<file path="src/rtl/spf_pkg.sv">
package spf_pkg;

  // Depth tiers: FULL = all physical slots, each step halves, MIN = fixed floor
  typedef enum logic [1:0] {
    TIER_FULL    = 2'd0,
    TIER_HALF    = 2'd1,
    TIER_QUARTER = 2'd2,
    TIER_MIN     = 2'd3
  } tier_e;

  // Pick a tier from the big enable and frame width; base is the widest
  // frame served by the full tier, each further tier doubles it.
  function automatic tier_e tier_of(input logic big, input int unsigned frame,
                                    input int unsigned base);
    tier_e t;
    if (!big)                t = TIER_MIN;
    else if (frame <= base)     t = TIER_FULL;
    else if (frame <= 2*base)   t = TIER_HALF;
    else if (frame <= 4*base)   t = TIER_QUARTER;
    else                        t = TIER_MIN;
    return t;
  endfunction

endpackage

</file>
<file path="src/rtl/spf_depth_sel.sv">
module spf_depth_sel
  import spf_pkg::*;
#(
  parameter int unsigned PHYS_DEPTH = 32,
  parameter int unsigned MIN_DEPTH  = 4,
  parameter int unsigned BASE_FRAME = 8,
  parameter int unsigned FRAME_W    = 6,
  localparam int unsigned CNT_W     = $clog2(PHYS_DEPTH) + 1
) (
  input  logic               clk,
  input  logic               rst_n,
  input  logic               cfg_wr,
  input  logic               cfg_big,
  input  logic [FRAME_W-1:0] cfg_frame,
  output logic [CNT_W-1:0]   depth
);

  tier_e tier_q, tier_d;

  always_comb begin
    tier_d = tier_q;
    if (cfg_wr) tier_d = tier_of(cfg_big, int'(cfg_frame), BASE_FRAME);
  end

  always_ff @(posedge clk or negedge rst_n) begin
    if (!rst_n)      tier_q <= TIER_MIN;
    else if (cfg_wr) tier_q <= tier_d;
  end

  always_comb begin
    unique case (tier_q)
      TIER_FULL:    depth = CNT_W'(PHYS_DEPTH);
      TIER_HALF:    depth = CNT_W'(PHYS_DEPTH / 2);
      TIER_QUARTER: depth = CNT_W'(PHYS_DEPTH / 4);
      default:      depth = CNT_W'(MIN_DEPTH);
    endcase
  end

  AST_DEPTH_HOLD: assert property (@(posedge clk) disable iff (!rst_n)
    !cfg_wr |=> $stable(depth)) else $error("depth moved without cfg write");

  AST_DEPTH_POW2: assert property (@(posedge clk) disable iff (!rst_n)
    $countones(depth) == 1) else $error("depth not a power of two");

endmodule

</file>
<file path="src/rtl/spf_ctrl.sv">
module spf_ctrl #(
  parameter int unsigned PHYS_DEPTH = 32,
  localparam int unsigned PTR_W     = $clog2(PHYS_DEPTH),
  localparam int unsigned CNT_W     = PTR_W + 1
) (
  input  logic             clk,
  input  logic             rst_n,
  input  logic             push,
  input  logic             pop,
  input  logic             flush,
  input  logic [CNT_W-1:0] depth,
  output logic             wr_en,
  output logic [PTR_W-1:0] wr_ptr,
  output logic [PTR_W-1:0] rd_ptr,
  output logic [CNT_W-1:0] count
);

  logic [PTR_W-1:0] wr_ptr_d, rd_ptr_d;
  logic [CNT_W-1:0] count_d;
  logic             take_push, take_pop, upd;

  // Push admitted only below the effective depth; pop only when data exists
  assign take_push = push && !flush && (count < depth);
  assign take_pop  = pop  && !flush && (count != '0);
  assign wr_en     = take_push;
  assign upd       = flush || take_push || take_pop;

  always_comb begin
    wr_ptr_d = wr_ptr;
    rd_ptr_d = rd_ptr;
    count_d  = count;
    if (flush) begin
      wr_ptr_d = '0;
      rd_ptr_d = '0;
      count_d  = '0;
    end else begin
      if (take_push) wr_ptr_d = wr_ptr + PTR_W'(1);
      if (take_pop)  rd_ptr_d = rd_ptr + PTR_W'(1);
      if (take_push && !take_pop)      count_d = count + CNT_W'(1);
      else if (take_pop && !take_push) count_d = count - CNT_W'(1);
    end
  end

  always_ff @(posedge clk or negedge rst_n) begin
    if (!rst_n) begin
      wr_ptr <= '0;
      rd_ptr <= '0;
      count  <= '0;
    end else if (upd) begin
      wr_ptr <= wr_ptr_d;
      rd_ptr <= rd_ptr_d;
      count  <= count_d;
    end
  end

  AST_NO_OVERFLOW: assert property (@(posedge clk) disable iff (!rst_n)
    count <= CNT_W'(PHYS_DEPTH)) else $error("count above physical size");

  AST_FULL_DROP: assert property (@(posedge clk) disable iff (!rst_n)
    (push && !pop && !flush && count >= depth) |=> $stable(count))
    else $error("push into full queue changed count");

  AST_EMPTY_POP: assert property (@(posedge clk) disable iff (!rst_n)
    (pop && !push && !flush && count == '0) |=> (count == '0))
    else $error("pop of empty queue changed count");

  AST_FLUSH_CLEARS: assert property (@(posedge clk) disable iff (!rst_n)
    flush |=> (count == '0)) else $error("flush left words behind");

  AST_PUSH_POP_BAL: assert property (@(posedge clk) disable iff (!rst_n)
    (push && pop && !flush && count != '0 && count < depth) |=> $stable(count))
    else $error("simultaneous push/pop moved count");

endmodule

</file>
<file path="src/rtl/spf_store.sv">
module spf_store #(
  parameter int unsigned PHYS_DEPTH = 32,
  parameter int unsigned DATA_W     = 32,
  localparam int unsigned PTR_W     = $clog2(PHYS_DEPTH)
) (
  input  logic              clk,
  input  logic              rst_n,
  input  logic              wr_en,
  input  logic [PTR_W-1:0]  wr_ptr,
  input  logic [DATA_W-1:0] wr_data,
  input  logic [PTR_W-1:0]  rd_ptr,
  output logic [DATA_W-1:0] rd_data
);

  logic [DATA_W-1:0] slot [PHYS_DEPTH];

  for (genvar i = 0; i < PHYS_DEPTH; i++) begin : g_slot
    logic ce;
    assign ce = wr_en && (wr_ptr == PTR_W'(i));
    always_ff @(posedge clk or negedge rst_n) begin
      if (!rst_n)  slot[i] <= '0;
      else if (ce) slot[i] <= wr_data;
    end
  end

  assign rd_data = slot[rd_ptr];

endmodule

</file>
<file path="src/rtl/spf_fifo.sv">
module spf_fifo #(
  parameter int unsigned DATA_W     = 32,
  parameter int unsigned PHYS_DEPTH = 32,
  parameter int unsigned MIN_DEPTH  = 4,
  parameter int unsigned BASE_FRAME = 8,
  parameter int unsigned FRAME_W    = 6,
  localparam int unsigned PTR_W     = $clog2(PHYS_DEPTH),
  localparam int unsigned CNT_W     = PTR_W + 1
) (
  input  logic               clk,
  input  logic               rst_n,
  input  logic               cfg_wr,
  input  logic               cfg_big,
  input  logic [FRAME_W-1:0] cfg_frame,
  input  logic               flush,
  input  logic               push,
  input  logic [DATA_W-1:0]  push_data,
  input  logic               pop,
  output logic [DATA_W-1:0]  pop_data,
  output logic [CNT_W-1:0]   count,
  output logic               full,
  output logic               empty,
  output logic               full_nxt,
  output logic               empty_nxt
);

  logic [CNT_W-1:0]  depth;
  logic              wr_en;
  logic [PTR_W-1:0]  wr_ptr, rd_ptr;
  logic [DATA_W-1:0] head;

  spf_depth_sel #(
    .PHYS_DEPTH (PHYS_DEPTH),
    .MIN_DEPTH  (MIN_DEPTH),
    .BASE_FRAME (BASE_FRAME),
    .FRAME_W    (FRAME_W)
  ) u_depth (
    .clk       (clk),
    .rst_n     (rst_n),
    .cfg_wr    (cfg_wr),
    .cfg_big   (cfg_big),
    .cfg_frame (cfg_frame),
    .depth     (depth)
  );

  spf_ctrl #(.PHYS_DEPTH(PHYS_DEPTH)) u_ctrl (
    .clk    (clk),
    .rst_n  (rst_n),
    .push   (push),
    .pop    (pop),
    .flush  (flush),
    .depth  (depth),
    .wr_en  (wr_en),
    .wr_ptr (wr_ptr),
    .rd_ptr (rd_ptr),
    .count  (count)
  );

  spf_store #(.PHYS_DEPTH(PHYS_DEPTH), .DATA_W(DATA_W)) u_store (
    .clk     (clk),
    .rst_n   (rst_n),
    .wr_en   (wr_en),
    .wr_ptr  (wr_ptr),
    .wr_data (push_data),
    .rd_ptr  (rd_ptr),
    .rd_data (head)
  );

  // Level flags follow the registered count against the latched depth
  assign empty     = (count == '0);
  assign empty_nxt = (count == CNT_W'(1));
  assign full      = (count >= depth);
  assign full_nxt  = (count == depth - CNT_W'(1));
  assign pop_data  = empty ? '0 : head;

  AST_EMPTY_ZERO: assert property (@(posedge clk) disable iff (!rst_n)
    empty |-> (pop_data == '0)) else $error("empty queue shows data");

  AST_FLAG_EXCL: assert property (@(posedge clk) disable iff (!rst_n)
    !(empty && full) && !(full && full_nxt)) else $error("flag clash");

endmodule

</file>
<file path="config.mk">
export PLATFORM = sky130hd
export DESIGN_NAME = spf_fifo
export DESIGN_NICKNAME = d
export VERILOG_FILES = /design/src/rtl/spf_pkg.sv /design/src/rtl/spf_depth_sel.sv /design/src/rtl/spf_ctrl.sv /design/src/rtl/spf_store.sv /design/src/rtl/spf_fifo.sv
export SDC_FILE = /design/constraint.sdc
export NUM_CORES = 1
export LEC_CHECK = 0
export ABC_AREA = 1
export CORE_MARGIN = 5
export CORE_UTILIZATION = 45
export CTS_BUF_LIST = sky130_fd_sc_hd__clkbuf_4
export DETAILED_ROUTE_END_ITERATION = 12
export GPL_ROUTABILITY_DRIVEN = 0
export HOLD_SLACK_MARGIN = 0.05
export PLACE_DENSITY_LB_ADDON = 0.2
export SLEW_MARGIN = 20
export SYNTH_ARGS = -nofsm -noshare
export SYNTH_HDL_FRONTEND = slang
export SYNTH_SLANG_ARGS = --single-unit
</file>
<file path="constraint.sdc">
create_clock -name clk -period 2.3 [get_ports clk]
set_input_delay 0.345 -clock clk [delete_from_list [all_inputs] [get_ports clk]]
set_output_delay 0.345 -clock clk [all_outputs]
set_load 0.05 [all_outputs]
</file>
# Yosys cells after proc, flatten, opt, wreduce, memory -nomap -nowiden
# Cells that the tools add are included.
[word_totals]
reg_bits = 1042
inputBits = 45
out_inout_bits = 42
wordCells = 152
[op_classes]
addsub = 5
n_lt_le_gt_ge = 6
eq_ne = 35
n_mux = 16
bitwise_logic = 1
n_reduce_logical = 53
[ops]
columns = ["operator", "n"]
rows = [
  ["$bmux W32 S5", 1],
  ["$mux W32", 3],
  ["$eq A5 B5 Y1 const B", 16],
  ["$eq A5 B4 Y1 const B", 8],
  ["$logic_and A1 B1 Y1", 38],
  ["$eq A5 B3 Y1 const B", 4],
  ["$mux W5", 4],
  ["$mux W6", 3],
  ["$pmux W6 S3", 1],
  ["$sub A6 B1 Y6 const B", 2],
  ["$add A5 B1 Y5 const B", 2],
  ["$eq A5 B2 Y1 const B", 2],
  ["$add A6 B1 Y6 const B", 1],
  ["$eq A6 B1 Y1 const B", 1],
  ["$eq A6 B6 Y1", 1],
  ["$ge A6 B6 Y1", 1],
  ["$ge A6 B6 Y1 const B", 1],
  ["$le A6 B4 Y1 const B", 1],
  ["$le A6 B5 Y1 const B", 1],
  ["$le A6 B6 Y1 const B", 1],
  ["$logic_not A6 Y1", 1],
  ["$lt A6 B6 Y1", 1],
  ["$mux W2", 3],
  ["$not A5 Y6", 1],
  ["other kinds (12)", 18],
]

# Depth between registers and ports, before layout
[logic_depth]
word_depth = 9
mapped_depth = 13

# By module
# From an unflattened synthesis, not the netlist that was laid out.
[hier_totals]
cells_unflattened = 6192
hier_area_um2 = 48382.7
[by_module_without_submodules]
columns = ["module", "n_inst", "cells_per_inst", "area_each_um2", "seq_area_each_um2"]
rows = [
  ["spf_store", 1, 5888, 46398.2, 25624.6],
  ["spf_ctrl", 1, 135, 1167.4, 400.4],
  ["spf_fifo", 1, 135, 631.9, 0.0],
  ["spf_depth_sel", 1, 34, 185.2, 52.6],
]

# Worst setup path after synthesis
# OpenSTA, ideal clock, no wires.
[synth_timing]
kind = "flip-flop to output port"
from = "register u_ctrl.count[2]"
to = "output port full"
arrival_ns = 2.348
t_required_ns = 1.955
path_slack_ns = -0.393
stages_incl_launch_ff = 6
n_path_buf = 1
cell_sequence = "dfrtp_1 -> buf_2 -> inv_1 -> ha_1 -> nand2_1 -> o21ai_0"
[synth_between]
elab_chain_cells = 1
[synth_rtl]
columns = ["element", "line", "source"]
rows = [
  ["start, declared", "spf_ctrl.sv:15", "output logic [CNT_W-1:0] count"],
  ["start signal, assigned", "spf_ctrl.sv:52", "count <= count_d;"],
  ["$ge A6 B6 Y1", "spf_fifo.sv:72", "assign full = (count >= depth);"],
  ["end, declared", "spf_fifo.sv:21", "output logic full,"],
]
# No other way between the ends.

# Final worst setup path
[layout_timing]
from = "register u_ctrl.rd_ptr[0]"
to = "output port pop_data[12]"
[layout_between]
elab_chain_cells = 5
[layout_rtl]
columns = ["element", "line", "source"]
rows = [
  ["start, declared", "spf_ctrl.sv:14", "output logic [PTR_W-1:0] rd_ptr,"],
  ["start signal, assigned", "spf_ctrl.sv:51", "rd_ptr <= rd_ptr_d;"],
  ["$not A5 Y6 (implied by the code)", "spf_store.sv:26", "assign rd_data = slot[rd_ptr];"],
  ["$bmux W32 S5", "spf_store.sv:26", ""],
  ["$mux W32 (implied by the code) (2 in a row)", "spf_store.sv:26", ""],
  ["$mux W32", "spf_fifo.sv:74", "assign pop_data = empty ? '0 : head;"],
  ["end, declared", "spf_fifo.sv:19", "output logic [DATA_W-1:0] pop_data,"],
]
# No other way between the ends. The select of a mux whose other input is x is not followed.

==> impl_metrics.csv <==
group,metric,value,unit
floorplan,die_h,339.5,um
synth,synth_seq_cells,1042,
placement,io_buffers,86,
global_routing,grt_pass1_vias,42370,
clocking,cts_buffer_depth,4,
routing,drc,0,
run,maxCapViolations,0,
timing,worst_clock_skew,0.1208,ns
run_status,status,"complete, but fails checks",
power_and_ir_drop,p_leak,0.02789,uW
timing,setup_ws,-1.263,ns
hold_path,hold_end,"u_ctrl.rd_ptr[3]$_DFFE_PN0P_",
routing,drt_wl_total,166.8,mm
synth,netlist_instances,6129,
setup_path,cp_cell_sequence,"inv_12 > buf_4 > buf_16 > nand2_1 > nand3_1 > nand3_1 > nand2_1 > nand2_1 > nand3_1 > nand2_2 > nor2_4 > buf_12",
layout,mostFrequentLayoutCell,"nand2_1",
setup_path,worstRegToRegCells,14,
timing,finalHoldViolCount,0,
clocking,path_clk_slew,0.07,ns
global_routing,grt.overflow.total,0,
setup_path,worst_path_max_delay_cell,"dfrtp_4",
power_and_ir_drop,p_per_area,991.6,mW/mm2
run_status,violations,"setup timing",
floorplan,io_pins,87,
setup_path,critPathLaunchType,"flip-flop",
global_routing,grt_max_degree,62,
setup_path,crit_path_end_kind,"output pin",
synth,yosysTopAreaCell,"dfrtp_1",
timing,setup_viol,679,
floorplan,core_area,0.1075,mm2
setup_path,critical_path.max_fanout,19,
timing,relSlewSlack,54.71,%
routing,via_count,44100,
floorplan,rows,120,
power_and_ir_drop,ir_worst_vdd,1.077,mV
routing,ant_nets,0,
placement,hpwl,95.57,mm
clocking,cts_tree,"done",
setup_path,cp.arrival,3.22,ns
routing,post_drt_via_cell_ratio,5.508,
timing,fmax,0.2807,GHz
clocking,cts-buffers-inserted,300,
synth,yosysTopAreaCellShare,53.28,%
timing,setup_tns,-82.13,ns
hold_path,min_path_cells,5,
setup_path,r2r_end,"u_store.slot[569]$_DFFE_PN0P_",
hold_path,worstHoldPathType,"input pin to flip-flop",
global_routing,antenna_found_initial,3,
routing,dr.first_iter.drc_count,4562,
clocking,root_buffer,"clkbuf_4",
synth,syn_nets,6189,
setup_path,ff2ff_setup_slack,-0.24,ns
timing,period_minus_slack,3.563,ns
layout,area_growth_syn_to_layout,22.88,%
clocking,clock_sinks,1042,
layout,drive_above_1_share,17.65,%
floorplan,die-area,0.1152,mm2
setup_path,critical_path_class,"flip-flop to output pin",
clocking,clk_latency,1.19,ns
routing,post_drt_wl_per_cell,20.84,um
placement,post-place-ws,-0.05865,ns
setup_path,critPathMaxStageDelay,0.57,ns
synth,syn_area,0.04885,mm2
synth,synth_cell_type_count,34,
layout,nFillCells,9902,
clocking,cts-htree-levels,5,
layout,final_cell_mix,"nand2_1 (2275), dfrtp_1 (1033), nand3_1 (678)",
global_routing,grt_pass1_wl,248.0,mm
synth,avgSynthCellArea,7.970,um2
hold_path,hold_path_startpoint,"pop",
floorplan,chipWidth,339.5,um
synth,ys_seq_area_share,53.38,%
timing,maxSlewViolCount,0,
routing,firstDrtPassIters,6,
floorplan,start_util,45.44,%
layout,nNetsFinal,6481,
timing,rsz0062_at_grt,"yes",
global_routing,grt.total_usage,27.18,%
layout,final_util,55.83,%
synth,synthTopCellsByArea,"dfrtp_1 (53%), nand2_1 (18%), nand3_1 (7.1%), o21ai_1 (5.4%), o21ai_0 (5.3%)",
timing,tightest_slew,0.6768,ns
synth,synth_warnings,0,
timing,period_share,154.9,%
setup_path,rr_startpoint,"u_depth.tier_q[0]$_DFFE_PN1P_",
setup_path,required,1.96,ns
==> power breakdown <==
group | leakage, uW | total [uW] | internal [uW] | switching [uW]
Sequential | 0.0144 | 20300 | 19500 | 724
Clock | 0.00209 | 16400 | 8640 | 7740
Combinational | 0.0114 | 22900 | 9200 | 13700
Total | 0.0279 | 59500 | 37400 | 22100
==> worst max path at each step <==
| stage | depth (start not counted) | to | from |
|---|---|---|---|
| finish | 12 | pop_data[12] | u_ctrl.rd_ptr[0]$_DFFE_PN0P_ |
| global route | 10 | pop_data[16] | u_ctrl.rd_ptr[0]$_DFFE_PN0P_ |
| CTS | 12 | pop_data[3] | u_ctrl.rd_ptr[0]$_DFFE_PN0P_ |
| detailed placement | 13 | u_store.slot[142]$_DFFE_PN0P_ | u_depth.tier_q[1]$_DFFE_PN1P_ |
| global placement | 13 | u_store.slot[741]$_DFFE_PN0P_ | u_depth.tier_q[1]$_DFFE_PN1P_ |
| floorplan | 5 | full | u_ctrl.count[2]$_DFFE_PN0P_ |
==> through the flow <==
step                power [uW]  hold slack, ns  cells  area (um2)
floorplan                32190         0.04941   6129       49080
global placement         40940          0.2738   7416       54030
detailed placement       41050          0.2661   7416       54030
CTS                      58730         0.05754   7948       58510
global route             62660          0.1221   8005       60020
finish                   59520          0.1643   8006       60020
==> routing by layer <==
metal  up-vias  share of wire, %  track usage, %
met1     21270                43           37.57
met2      1760                47           44.14
met4         0               3.4           9.445
li1      20730                 -               -
met3       347               6.9           3.977
met5         -                 0               0
==> critical path: cells and delay by family, from the launching register on <==
kind,cells,cell delay [ns]
and+or+nand+nor,8,0.81
buffers and inverters,4,0.63
DFF,1,0.57
==> area by class of cell <==
type                            count  area, um2  share of cell area [%]
Inverter                           73      319.1                  0.5316
Clock buffer                      434       3258                   5.428
Tap cell                         1403       1755                   2.925
Antenna cell                        9      22.52                 0.03752
Multi-Input combinational cell   4494      20880                   34.78
Sequential cell                  1042      26100                   43.48
Timing Repair inverter              1      16.27                 0.02710
Clock inverter                     41      188.9                  0.3148
Timing Repair Buffer              509       7490                   12.48
==> what timing repair did <==
item,CTS,global route
endpoints found under the hold margin,1453,0
pin swaps,16,23
hold buffers,38,0
gates resized for setup,129,191
setup endpoints to repair,556,1065
setup buffers,15,20
cloned,4,29
==> Yosys cell counts, drive strengths merged <==
cell type,instances
nand2,2371
o21ai,1128
dfrtp,1040
nand3,698
clkbuf,288
nor2,254
buf,232
inv,71
ha,15
a21oi,9
xor2,6
nand4,4
a22oi,2
clkinv,2
dfstp,2
o22ai,2
xnor2,2
a31oi,1
and3,1
nor3,1
==> state kept, by name (all words and copies together), names as in the netlist <==
| signal | cells |
|---|---|
| u_ctrl.wr_ptr | 5 |
| u_depth.tier_q | 2 |
| u_ctrl.rd_ptr | 5 |
| u_ctrl.count | 6 |
| u_store.slot | 1024 |
==> logic make-up after synthesis <==
family | synth area share [%]
adders and majority gates | 0.3842
xor gates and xnor gates | 0.1434
and+or+nand+nor | 27.98
DFF | 53.38
buffers and inverters | 5.786
AOI/OAI and AO/OA | 12.33
No activity file was read; power rests on OpenSTA's default activity.
